<file path="config.mk">
export PLATFORM = sky130hd
export DESIGN_NAME = pit_channel
export DESIGN_NICKNAME = d
export VERILOG_FILES = /design/src/rtl/pit_pkg.sv /design/src/rtl/pit_elapsed.sv /design/src/rtl/pit_phase.sv /design/src/rtl/pit_outsel.sv /design/src/rtl/pit_channel.sv
export SDC_FILE = /design/constraint.sdc
export NUM_CORES = 1
export LEC_CHECK = 0
export BUFFER_PORTS_ARGS = -buffer_cell sky130_fd_sc_hd__buf_2
export CAP_MARGIN = 25
export CORE_MARGIN = 2
export CORE_UTILIZATION = 55
export DETAILED_ROUTE_END_ITERATION = 16
export GPL_TIMING_DRIVEN = 0
export PLACE_DENSITY = 0.84
export SYNTH_ARGS = -nofsm -noshare
export SYNTH_HDL_FRONTEND = slang
export SYNTH_SLANG_ARGS = --single-unit
</file>
<file path="constraint.sdc">
create_clock -name clk -period 2.9 [get_ports clk]
set_input_delay 0.435 -clock clk [delete_from_list [all_inputs] [get_ports clk]]
set_output_delay 0.435 -clock clk [all_outputs]
set_load 0.005 [all_outputs]
</file>
<file path="src/rtl/pit_pkg.sv">
package pit_pkg;

   localparam int MODE_W = 3;

   typedef enum logic [MODE_W-1:0] {
      PIT_TERM     = 3'd0,
      PIT_RETRIG   = 3'd1,
      PIT_RATE     = 3'd2,
      PIT_SQUARE   = 3'd3,
      PIT_SWSTROBE = 3'd4,
      PIT_HWSTROBE = 3'd5
   } pit_mode_e;

   // values above the last defined rule fall back to the terminal-count rule
   function automatic pit_mode_e pit_eff_mode(logic [MODE_W-1:0] raw);
      if (raw > 3'd5) return PIT_TERM;
      return pit_mode_e'(raw);
   endfunction

endpackage

</file>
<file path="src/rtl/pit_elapsed.sv">
module pit_elapsed #(
   parameter int W = 17
) (
   input  logic         clk,
   input  logic         rst_n,
   input  logic         clr,
   input  logic         step,
   output logic [W-1:0] d_o
);
   localparam logic [W-1:0] MAX = {W{1'b1}};
   localparam logic [W-1:0] ONE = {{(W-1){1'b0}}, 1'b1};

   logic [W-1:0] d_q;

   always_ff @(posedge clk) begin
      if (!rst_n)                 d_q <= '0;
      else if (clr)               d_q <= '0;
      else if (step && d_q != MAX) d_q <= d_q + ONE;
   end

   assign d_o = d_q;

   a_r2_elapsed_clear: assert property (@(posedge clk) disable iff (!rst_n)
      clr |=> d_q == '0);
   a_r3_elapsed_step: assert property (@(posedge clk) disable iff (!rst_n)
      (step && !clr && d_q != MAX) |=> d_q == $past(d_q) + ONE);
   a_r3_elapsed_hold: assert property (@(posedge clk) disable iff (!rst_n)
      (!step && !clr) |=> $stable(d_q));
   a_r12_no_wrap: assert property (@(posedge clk) disable iff (!rst_n)
      (d_q == MAX && !clr) |=> d_q == MAX);

endmodule

</file>
<file path="src/rtl/pit_phase.sv">
module pit_phase #(
   parameter int W = 17
) (
   input  logic         clk,
   input  logic         rst_n,
   input  logic         clr,
   input  logic         step,
   input  logic [W-1:0] n_i,
   output logic [W-1:0] r_o
);
   localparam logic [W-1:0] ONE = {{(W-1){1'b0}}, 1'b1};

   logic [W-1:0] r_q;

   always_ff @(posedge clk) begin
      if (!rst_n)     r_q <= '0;
      else if (clr)   r_q <= '0;
      else if (step) begin
         if (r_q == n_i - ONE) r_q <= '0;
         else                  r_q <= r_q + ONE;
      end
   end

   assign r_o = r_q;

   a_r7_phase_below_n: assert property (@(posedge clk) disable iff (!rst_n)
      r_q < n_i);
   a_r2_phase_clear: assert property (@(posedge clk) disable iff (!rst_n)
      clr |=> r_q == '0);

endmodule

</file>
<file path="src/rtl/pit_outsel.sv">
module pit_outsel
   import pit_pkg::*;
#(
   parameter int W = 17
) (
   input  pit_mode_e    mode_i,
   input  logic [W-1:0] n_i,
   input  logic [W-1:0] d_i,
   input  logic [W-1:0] r_i,
   output logic         out_o
);
   localparam logic [W-1:0] ONE = {{(W-1){1'b0}}, 1'b1};

   logic [W-1:0] half_w;
   assign half_w = (n_i + ONE) >> 1;

   always_comb begin
      unique case (mode_i)
         PIT_TERM:     out_o = (d_i >= n_i);
         PIT_RETRIG:   out_o = (d_i < n_i);
         PIT_RATE:     out_o = (r_i == '0) && (d_i != '0);
         PIT_SQUARE:   out_o = (r_i < half_w);
         PIT_SWSTROBE,
         PIT_HWSTROBE: out_o = (d_i == n_i);
         default:      out_o = (d_i >= n_i);
      endcase
   end

endmodule

</file>
<file path="src/rtl/pit_channel.sv">
module pit_channel
   import pit_pkg::*;
#(
   parameter int   CNT_W    = 16,
   parameter logic GATE_RST = 1'b1
) (
   input  logic                clk,
   input  logic                rst_n,
   input  logic                tick_en,
   input  logic                load_stb,
   input  logic [CNT_W-1:0]    load_count,
   input  logic [MODE_W-1:0]   load_mode,
   input  logic                gate_in,
   output logic                out_bit,
   output logic [MODE_W+1:0]   status_o
);
   localparam int             ELAP_W = CNT_W + 1;
   localparam logic [ELAP_W-1:0] FULL_N = {1'b1, {CNT_W{1'b0}}};

   if (CNT_W < 2 || CNT_W > 30) begin : g_bad_cnt_w
      $error("pit_channel: CNT_W must lie in 2..30");
   end

   logic [MODE_W-1:0] mode_q;
   logic [ELAP_W-1:0] n_q;
   logic              gate_q;
   logic              step;
   logic [ELAP_W-1:0] d_w;
   logic [ELAP_W-1:0] r_w;
   pit_mode_e         eff_mode;

   always_ff @(posedge clk) begin
      if (!rst_n) begin
         mode_q <= 3'd3;
         n_q    <= FULL_N;
         gate_q <= GATE_RST;
      end else begin
         gate_q <= gate_in;
         if (load_stb) begin
            mode_q <= load_mode;
            n_q    <= (load_count == '0) ? FULL_N : {1'b0, load_count};
         end
      end
   end

   assign step     = tick_en & gate_q & ~load_stb;
   assign eff_mode = pit_eff_mode(mode_q);

   pit_elapsed #(.W(ELAP_W)) elapsed_i (
      .clk  (clk),
      .rst_n(rst_n),
      .clr  (load_stb),
      .step (step),
      .d_o  (d_w)
   );

   pit_phase #(.W(ELAP_W)) phase_i (
      .clk  (clk),
      .rst_n(rst_n),
      .clr  (load_stb),
      .step (step),
      .n_i  (n_q),
      .r_o  (r_w)
   );

   pit_outsel #(.W(ELAP_W)) outsel_i (
      .mode_i(eff_mode),
      .n_i   (n_q),
      .d_i   (d_w),
      .r_i   (r_w),
      .out_o (out_bit)
   );

   assign status_o = {mode_q, gate_q, out_bit};

   a_r4_term_sticky: assert property (@(posedge clk) disable iff (!rst_n)
      (eff_mode == PIT_TERM && out_bit && !load_stb) |=> out_bit);
   a_r5_retrig_sticky: assert property (@(posedge clk) disable iff (!rst_n)
      (eff_mode == PIT_RETRIG && !out_bit && !load_stb) |=> !out_bit);
   a_r8_single_tick: assert property (@(posedge clk) disable iff (!rst_n)
      ((eff_mode == PIT_SWSTROBE || eff_mode == PIT_HWSTROBE) && out_bit &&
       tick_en && gate_q && !load_stb) |=> !out_bit);
   a_r10_gate_freeze: assert property (@(posedge clk) disable iff (!rst_n)
      (!gate_q && !load_stb) |=> $stable(out_bit));
   a_r2_count_zero: assert property (@(posedge clk) disable iff (!rst_n)
      (load_stb && load_count == '0) |=> n_q == FULL_N);

endmodule

</file>
==> results of run 1 <==
[repair_timing]
item                       CTS  global route
gates resized for setup     42            22
buffers inserted            21             8
setup endpoints to repair   27            24
cloned                       1             0
pin swaps                   23            19
[layout make-up]
cell class	count	area, µm²
multi-input combinational	400	2940
fill	513	2280
sequential	55	1120
timing repair buffer	58	377
buffer	20	139
tap	99	124
inverter	23	95.1
clock buffer	7	86.3
clock inverter	1	8.76
[kinds of logic (layout without fill, tap and decap cells)]
kind of cell	Yosys count	count (layout)	share of synthesized area [%]
adders and majority gates	39	39	12.1
AOI/OAI and AO/OA	74	74	12.7
buffers and inverters	46	109	4.95
muxes	8	8	1.98
and+or+nand+nor	220	220	28.3
xor gates and xnor gates	59	59	12.8
DFF	55	55	27.2
[per-layer routing]
metal / part of all wire (%) / GRT usage, % / vias to the layer above
met5: 0 / 0 / -
met4: 4.8 / 16.8 / 0
met3: 5.9 / 4.95 / 50
met2: 50 / 50.9 / 184
met1: 39 / 31.6 / 1982
li1: - / - / 1885
[state kept, by name (all words and copies together) (netlist names)]
| register | cells |
|---|---|
| elapsed_i.d_o | 17 |
| n_q | 17 |
| phase_i.r_o | 17 |
| mode_q | 3 |
| gate_q | 1 |
[power by group through the flow]
stage | clock network, mW | registers, mW | logic, mW
floorplan | 0 | 0.806 | 0.230
global placement | 0 | 0.810 | 0.303
detailed placement | 0 | 0.811 | 0.315
CTS | 0.463 | 0.796 | 0.377
global route | 0.487 | 0.803 | 0.439
finish | 0.461 | 0.800 | 0.409
[final timing paths]
check                         start           endpoint  slack, ns  cells past startpoint
setup / recovery             n_q[1]        status_o[0]      -0.57                     13
hold / removal              gate_in             gate_q       0.30                      2
setup reg to reg             n_q[3]    phase_i.r_o[15]      -0.22                     11
hold reg to reg   elapsed_i.d_o[11]  elapsed_i.d_o[11]       0.54                      2
[through the flow]
stage	instances	utilization, %	TNS [ns]	hold slack [ns]
2_1_floorplan	501	-	0	0.483
3_3_place_gp	628	60.5	-5.08	0.504
3_5_place_dp	628	60.5	-6.88	0.518
4_1_cts	656	66.5	-2.56	0.299
5_1_grt	663	68.2	-6.63	0.303
6_report	663	68.2	-4.14	0.299
[critical path: cells and delay by family, from the launching register on]
kind	cells	cell delay, ns
AOI/OAI and AO/OA	5	0.80
DFF	1	0.39
adders and majority gates	2	0.55
xor gates and xnor gates	1	0.27
and+or+nand+nor	3	0.48
buffers and inverters	2	0.21
[cell usage in the layout (no fill, tap or decap), types with 3 or more instances in the layout]
master,n
nor4b_1,3
nand2b_1,4
nor2_1,48
ha_1,38
nor3_4,3
mux2i_1,8
nor2b_1,10
inv_2,3
nor4_4,4
and4b_1,3
xnor2_1,30
a21oi_1,13
o21ai_0,20
or3_1,6
nand3_1,12
nor4_1,15
clkbuf_8,6
nand2_1,53
clkbuf_1,12
nand4_1,17
buf_2,28
and3_1,10
nor3_1,13
or2_2,3
dfxtp_2,8
inv_1,18
a21o_1,13
buf_4,30
xor2_1,26
buf_6,7
xnor2_2,3
dfxtp_1,45
==> results.json, run 1 <==
{
  "clkPwrFrac_pct": 27.6,
  "synth.top_cells.by_count": "dfxtp_1 (55), nand2_1 (54), nor2_1 (49)",
  "clk_pin_slew_worst_paths_ns": 0.10,
  "clock_latency_ns": 0.32,
  "cts_buffer_depth": 2,
  "grt_max_degree": 17,
  "wl_per_cell_um": 17.7,
  "rsz0062_at_grt": "true",
  "crit_top_cell": "ha_1",
  "std_cell_rows": 31,
  "crit_chain": "ha_1 -> nand3_4 -> nor2_1 -> nand2_1 -> xnor2_1 -> ha_1 -> a21oi_1 -> o221ai_2 -> o21ai_2 -> a21oi_2 -> o22ai_2 -> buf_4 -> buf_6",
  "tightestPinTransition_ns": 0.744,
  "postRouteWirelength_um": 11700,
  "drt_iter0_markers": 261,
  "ios": 30,
  "cpMaxStageDelayCell": "dfxtp_4",
  "finalCritPeriodShare_pct": 120,
  "critical_path_required_ns": 2.47,
  "ys_ff_latch": 55,
  "place_ws_ns": -0.548,
  "ys_warn_count": 0,
  "status": "finished, violations left",
  "grt_antenna_before_repair": 0,
  "diodes": 0,
  "worst-endpoint-arrival_ns": 3.03,
  "min_path_type": "input pin to register",
  "period_minus_slack_ns": 3.47,
  "max-cap-violations": 0,
  "syn-instance-count": 501,
  "cp_max_fo": 5,
  "slowest_delay_ns": 0.39,
  "synthesis.area_um2": 4040,
  "firstDrtPassIters": 5,
  "skew_ns": 0.00989,
  "yosysUniqueCellTypes": 52,
  "p_switching_mw": 0.514,
  "die_y_um": 89.7,
  "detail-route-antenna-nets": 0,
  "dieArea_um2": 8050,
  "ir_worst_vdd_mv": 0.204,
  "drv_slew": 0,
  "slew_headroom_pct": 50.4,
  "clockRootBuffer": "clkbuf_8",
  "port-buffer-count": 28,
  "cts_buffers": 5,
  "clock-sinks": 55,
  "synth_edf_count": 0,
  "power_frac_comb_pct": 24.5,
  "htree_num_levels": 2,
  "sw_frac_of_total_pct": 30.8,
  "grtUsageTotal_pct": 28.4,
  "hold_viol_final": 0,
  "power.density_nw_per_um2": 341,
  "cts_tree": "built",
  "p_total_mw": 1.67,
  "place_area_um2": 4340,
  "gp_congestion": 0.891,
  "synthFlopType": "dfxtp_1",
  "layout-drive-gt1-share_pct": 22.3,
  "synth_top_area_share_pct": 27.2,
  "synth_top_area_cell": "dfxtp_1",
  "cp-end-kind": "output pin",
  "fin_area_um2": 4890,
  "synth_most_common_cell": "dfxtp_1",
  "dpl.hpwl_um": 8240,
  "power_leakage_nw": 2.05,
  "critPathLaunchType": "register",
  "dieWidth_um": 89.7,
  "ys_seq_area_share_pct": 27.2,
  "fin_ws_ns": -0.568,
  "intPower_mw": 1.16,
  "setup_viol_count_final": 18,
  "vias_per_cell": 6.19,
  "syn_to_final_growth_pct": 21.0,
  "grt_pass1_vias": 4016,
  "avgSynthCellArea_um2": 8.07,
  "synth_top_cells_by_area": "dfxtp_1 (27%), ha_1 (12%), xnor2_1 (7.1%), xor2_1 (5.6%), nand2_1 (5.0%)",
  "initial_core_util_pct": 56.3,
  "grt_overflow_total": 0,
  "async_flop_share_pct": 0,
  "hold_buffers": 0,
  "nets": 626,
  "synth_nets": 564,
  "grt_pass1_wl_um": 18800,
  "fmax_ghz": 0.288,
  "drc": 0,
  "failed_checks": "setup timing",
  "core-area_um2": 7180,
  "criticalPathCategory": "register to output pin",
  "num_vias": 4101,
  "seqPwrFrac_pct": 47.9
}
Note: power is estimated with default switching activity, not from simulation.
==> run 2, diff against run 1 <==
--- a/config.mk
+++ b/config.mk
@@ -5,13 +5,13 @@
 export SDC_FILE = /design/constraint.sdc
 export NUM_CORES = 1
 export LEC_CHECK = 0
-export BUFFER_PORTS_ARGS = -buffer_cell sky130_fd_sc_hd__buf_2
 export CAP_MARGIN = 25
 export CORE_MARGIN = 2
 export CORE_UTILIZATION = 55
 export DETAILED_ROUTE_END_ITERATION = 16
+export DONT_BUFFER_PORTS = 1
 export GPL_TIMING_DRIVEN = 0
-export PLACE_DENSITY = 0.84
+export PLACE_DENSITY = 0.8
 export SYNTH_ARGS = -nofsm -noshare
 export SYNTH_HDL_FRONTEND = slang
 export SYNTH_SLANG_ARGS = --single-unit
==> results.json, run 2 (synthesis results as in run 1) <==
{
  "clock_latency_ns": 0.31,
  "firstDrtPassIters": 7,
  "clk_pin_slew_worst_paths_ns": 0.10,
  "finalCritPeriodShare_pct": 114,
  "hold_buffers": 0,
  "wl_per_cell_um": 17.8,
  "skew_ns": 0.0102,
  "cp_max_fo": 4,
  "vias_per_cell": 6.10,
  "failed_checks": "setup timing",
  "holdWs_ns": 0.223,
  "mostFrequentLayoutCell": "nand2_1",
  "diodes": 0,
  "place_ws_ns": -0.409,
  "critical_path_required_ns": 2.47,
  "dieArea_um2": 8050,
  "max-cap-violations": 0,
  "n_fill_cell": 550,
  "min_path_type": "input pin to register",
  "period_minus_slack_ns": 3.31,
  "num_vias": 3878,
  "critPathLaunchType": "register",
  "fmax_ghz": 0.302,
  "final_cell_mix": "nand2_1 (53), dfxtp_1 (44), nor2_1 (40)",
  "drc": 0,
  "grt_pass1_vias": 3611,
  "status": "finished, violations left",
  "postRouteWirelength_um": 11300,
  "tightestPinTransition_ns": 0.694,
  "place_area_um2": 4200,
  "cp-end-kind": "output pin",
  "grtUsageTotal_pct": 26.8,
  "ir_worst_vdd_mv": 0.225,
  "fin_ws_ns": -0.412,
  "clock-sinks": 55,
  "cts_buffer_depth": 2,
  "worst-endpoint-arrival_ns": 2.88,
  "cts_tree": "built",
  "drt_iter0_markers": 322,
  "core-area_um2": 7180,
  "htree_num_levels": 2,
  "p_total_mw": 1.62,
  "die_y_um": 89.7,
  "grt_pass1_wl_um": 17800,
  "slowest_delay_ns": 0.39,
  "initial_core_util_pct": 56.3,
  "power_leakage_nw": 1.92,
  "std_cell_rows": 31,
  "gp_congestion": 0.929,
  "cts_buffers": 5,
  "criticalPathCategory": "register to output pin",
  "detail-route-antenna-nets": 0,
  "rsz0062_at_grt": "true",
  "grt_max_degree": 18,
  "cpMaxStageDelayCell": "dfxtp_4",
  "layout-drive-gt1-share_pct": 19.9,
  "grt_overflow_total": 0,
  "grt_antenna_before_repair": 0,
  "hold_viol_final": 0,
  "critPathTopFamily": "simple AND/OR/NAND/NOR gates",
  "final_core_util_pct": 66.2,
  "clockRootBuffer": "clkbuf_8",
  "dieWidth_um": 89.7,
  "drv_slew": 0,
  "crit_chain": "inv_4 -> nor4_4 -> nand2b_4 -> nor4_4 -> xnor2_1 -> ha_1 -> a21o_1 -> a22oi_2 -> and4b_1 -> a21oi_2 -> o22ai_2 -> buf_4",
  "fin_area_um2": 4750,
  "port-buffer-count": 0,
  "syn_to_final_growth_pct": 17.6,
  "r2r_slack_ns": -0.10,
  "slew_headroom_pct": 53.7,
  "crit_top_cell": "nor4_4",
  "setup_viol_count_final": 18,
  "power.density_nw_per_um2": 340,
  "dpl.hpwl_um": 7880,
  "ios": 30,
  "cp.buffers_inverters": 2,
  "nets": 599
}
-- run 2: power by group --
part	switching, mW	internal (mW)	leakage [nW]
clock	0.261	0.171	0.0483
sequential	0.0271	0.773	0.453
combinational	0.213	0.170	1.42
total	0.501	1.11	1.92
-- run 2: final timing paths --
path,depth (start not counted),to,startpoint
setup / recovery,12,status_o[0],n_q[1]
hold / removal,1,gate_q,gate_in
setup reg to reg,9,phase_i.r_o[13],n_q[3]
hold reg to reg,2,elapsed_i.d_o[9],elapsed_i.d_o[9]
-- run 2: worst reg2reg max path, stage by stage (launching register included) --
cell and delay (ns):
dfxtp_4 0.38, buf_6 0.12, nor4_4 0.53, nand3_2 0.19, a2111oi_2 0.35, o211ai_1 0.20
or4_4 0.54, o41ai_4 0.34, buf_4 0.22, nor2_1 0.04
-- run 2: cell type report --
class / count / area, µm² / share of cell area (%)
multi-input cells: 400 / 2940 / 61.9
flip-flops and latches: 55 / 1130 / 23.7
repair buffers: 33 / 259 / 5.45
well taps: 99 / 124 / 2.61
plain buffers: 18 / 119 / 2.50
inverters: 23 / 95.1 / 2.00
clock buffers: 5 / 68.8 / 1.45
clock inverters: 3 / 18.8 / 0.395
-- run 2: repair_timing --
| item | 4_1_cts | 5_1_grt |
|---|---|---|
| buffers inserted | 21 | 11 |
| gates resized for setup | 39 | 37 |
| gates cloned | 1 | 0 |
| endpoints found under the setup margin | 23 | 24 |
| pin swaps | 28 | 20 |
-- run 2: through the flow --
| step | instances | TNS (ns) |
|---|---|---|
| 3_3_place_gp | 600 | -4.19 |
| 6_report | 636 | -2.03 |
| 2_1_floorplan | 501 | 0 |
| 5_1_grt | 636 | -3.12 |
| 3_5_place_dp | 600 | -5.25 |
| 4_1_cts | 628 | -1.03 |
-- run 2: metal layers --
layer  GRT usage (%)  wire length, µm
met5               0                0
met4            10.4              335
met3            3.27              799
met2            45.8             5450
met1            34.8             4710
==> run 3, diff against run 2 <==
--- a/config.mk
+++ b/config.mk
@@ -15,3 +15,4 @@
 export SYNTH_ARGS = -nofsm -noshare
 export SYNTH_HDL_FRONTEND = slang
 export SYNTH_SLANG_ARGS = --single-unit
+export TNS_END_PERCENT = 20
==> results.json, run 3 (synthesis results as in run 1) <==
{
  "dieArea_um2": 8050,
  "postRouteWirelength_um": 11300,
  "ir_worst_vdd_mv": 0.225,
  "mostFrequentLayoutCell": "nand2_1",
  "num_vias": 3923,
  "critical_path_required_ns": 2.47,
  "rsz0062_at_grt": "true",
  "drv_slew": 0,
  "detail-route-antenna-nets": 0,
  "worst-endpoint-arrival_ns": 2.88,
  "syn_to_final_growth_pct": 16.6,
  "drc": 0,
  "place_ws_ns": -0.409,
  "fin_ws_ns": -0.414,
  "finalCritPeriodShare_pct": 114,
  "min_path_type": "input pin to register",
  "gp_congestion": 0.929,
  "slew_headroom_pct": 49.7,
  "grt_max_degree": 18,
  "fmax_ghz": 0.302,
  "cts_buffer_depth": 2,
  "max-cap-violations": 0,
  "failed_checks": "setup timing",
  "clockRootBuffer": "clkbuf_8",
  "power.density_nw_per_um2": 343,
  "dieWidth_um": 89.7,
  "hold_viol_final": 0,
  "layout-drive-gt1-share_pct": 18.5,
  "ios": 30,
  "status": "finished, violations left",
  "core-area_um2": 7180,
  "clock-sinks": 55,
  "diodes": 0,
  "period_minus_slack_ns": 3.31,
  "power_leakage_nw": 1.92,
  "p_total_mw": 1.61,
  "grt_antenna_before_repair": 0,
  "std_cell_rows": 31,
  "grt_pass1_vias": 3608,
  "drt_iter0_markers": 352,
  "cts_tree": "built",
  "clk_pin_slew_worst_paths_ns": 0.10,
  "critPathLaunchType": "register",
  "setup_viol_count_final": 18,
  "final_cell_mix": "nand2_1 (53), nor2_1 (48), dfxtp_1 (42)",
  "grtUsageTotal_pct": 26.8,
  "grt_pass1_wl_um": 17800,
  "firstDrtPassIters": 5,
  "dpl.hpwl_um": 7880,
  "cp-end-kind": "output pin",
  "vias_per_cell": 6.18,
  "cp_max_fo": 5,
  "hold_buffers": 0,
  "htree_num_levels": 2,
  "nets": 598,
  "grt_overflow_total": 0,
  "die_y_um": 89.7,
  "criticalPathCategory": "register to output pin",
  "cts_buffers": 5,
  "wl_per_cell_um": 17.8,
  "initial_core_util_pct": 56.3,
  "tightestPinTransition_ns": 0.755,
  "clock_latency_ns": 0.31,
  "port-buffer-count": 0,
  "final_core_util_pct": 65.7,
  "skew_ns": 0.00726
}
run 3: cell types whose count changed in the layout (fill, tap and decap cells not counted), sizes merged:
cell    before  now
buf         39   37
clkbuf      17   18
run 3: per-layer routing:
layer	global-route usage (%)	vias up	wire length (µm)
met3	3.27	27	899
li1	-	1836	-
met2	45.8	189	5450
met4	10.4	0	326
met5	0	-	0
met1	34.8	1871	4590
run 3: worst max-delay path, cell delays in order, from the launching register on:
cell and delay (ns):
dfxtp_4 0.40, ha_2 0.23, nand3_4 0.14, nor2_1 0.21, nand2_1 0.09, xnor2_1 0.17
ha_1 0.32, nand4_1 0.12, a211oi_1 0.32, o21ai_2 0.13, a21oi_2 0.17, o22ai_2 0.11
buf_4 0.16
run 3: final cells by class:
class / instances / area (µm²)
sequential: 55 / 1130
inverter: 23 / 95.1
tap: 99 / 124
fill: 560 / 2460
timing repair buffer: 31 / 240
buffer: 19 / 124
clock buffer: 5 / 68.8
multi-input combinational: 400 / 2910
clock inverter: 3 / 18.8
run 3: what timing repair did:
action | 4_1_cts | 5_1_grt
pin swaps | 31 | 15
resized for setup | 39 | 30
hold endpoints to repair | 0 | 0
setup endpoints to repair | 23 | 24
cloned | 1 | 0
setup buffers | 21 | 9
run 3: worst paths after layout:
| kind | slack (ns) | startpoint | cells after the start | end |
|---|---|---|---|---|
| worst max-delay path | -0.41 | n_q[1] | 12 | status_o[0] |
| worst min-delay path | 0.22 | gate_in | 1 | gate_q |
| worst max register to register | -0.12 | n_q[3] | 9 | phase_i.r_o[3] |
| worst min register to register | 0.54 | elapsed_i.d_o[11] | 2 | elapsed_i.d_o[11] |
run 3: through the flow:
step,setup TNS [ns],hold slack [ns],area [µm²],cells
2_1_floorplan,0,0.483,4070,501
3_3_place_gp,-4.19,0.502,4200,600
3_5_place_dp,-5.25,0.523,4200,600
4_1_cts,-1.02,0.219,4590,628
5_1_grt,-2.96,0.215,4710,635
6_report,-2.10,0.221,4710,635
run 3: report_power, final:
part / switching (mW) / leakage, nW / internal [mW]
Clock: 0.265 / 0.0483 / 0.171
Sequential: 0.0270 / 0.454 / 0.773
Combinational: 0.210 / 1.41 / 0.168
Total: 0.502 / 1.92 / 1.11
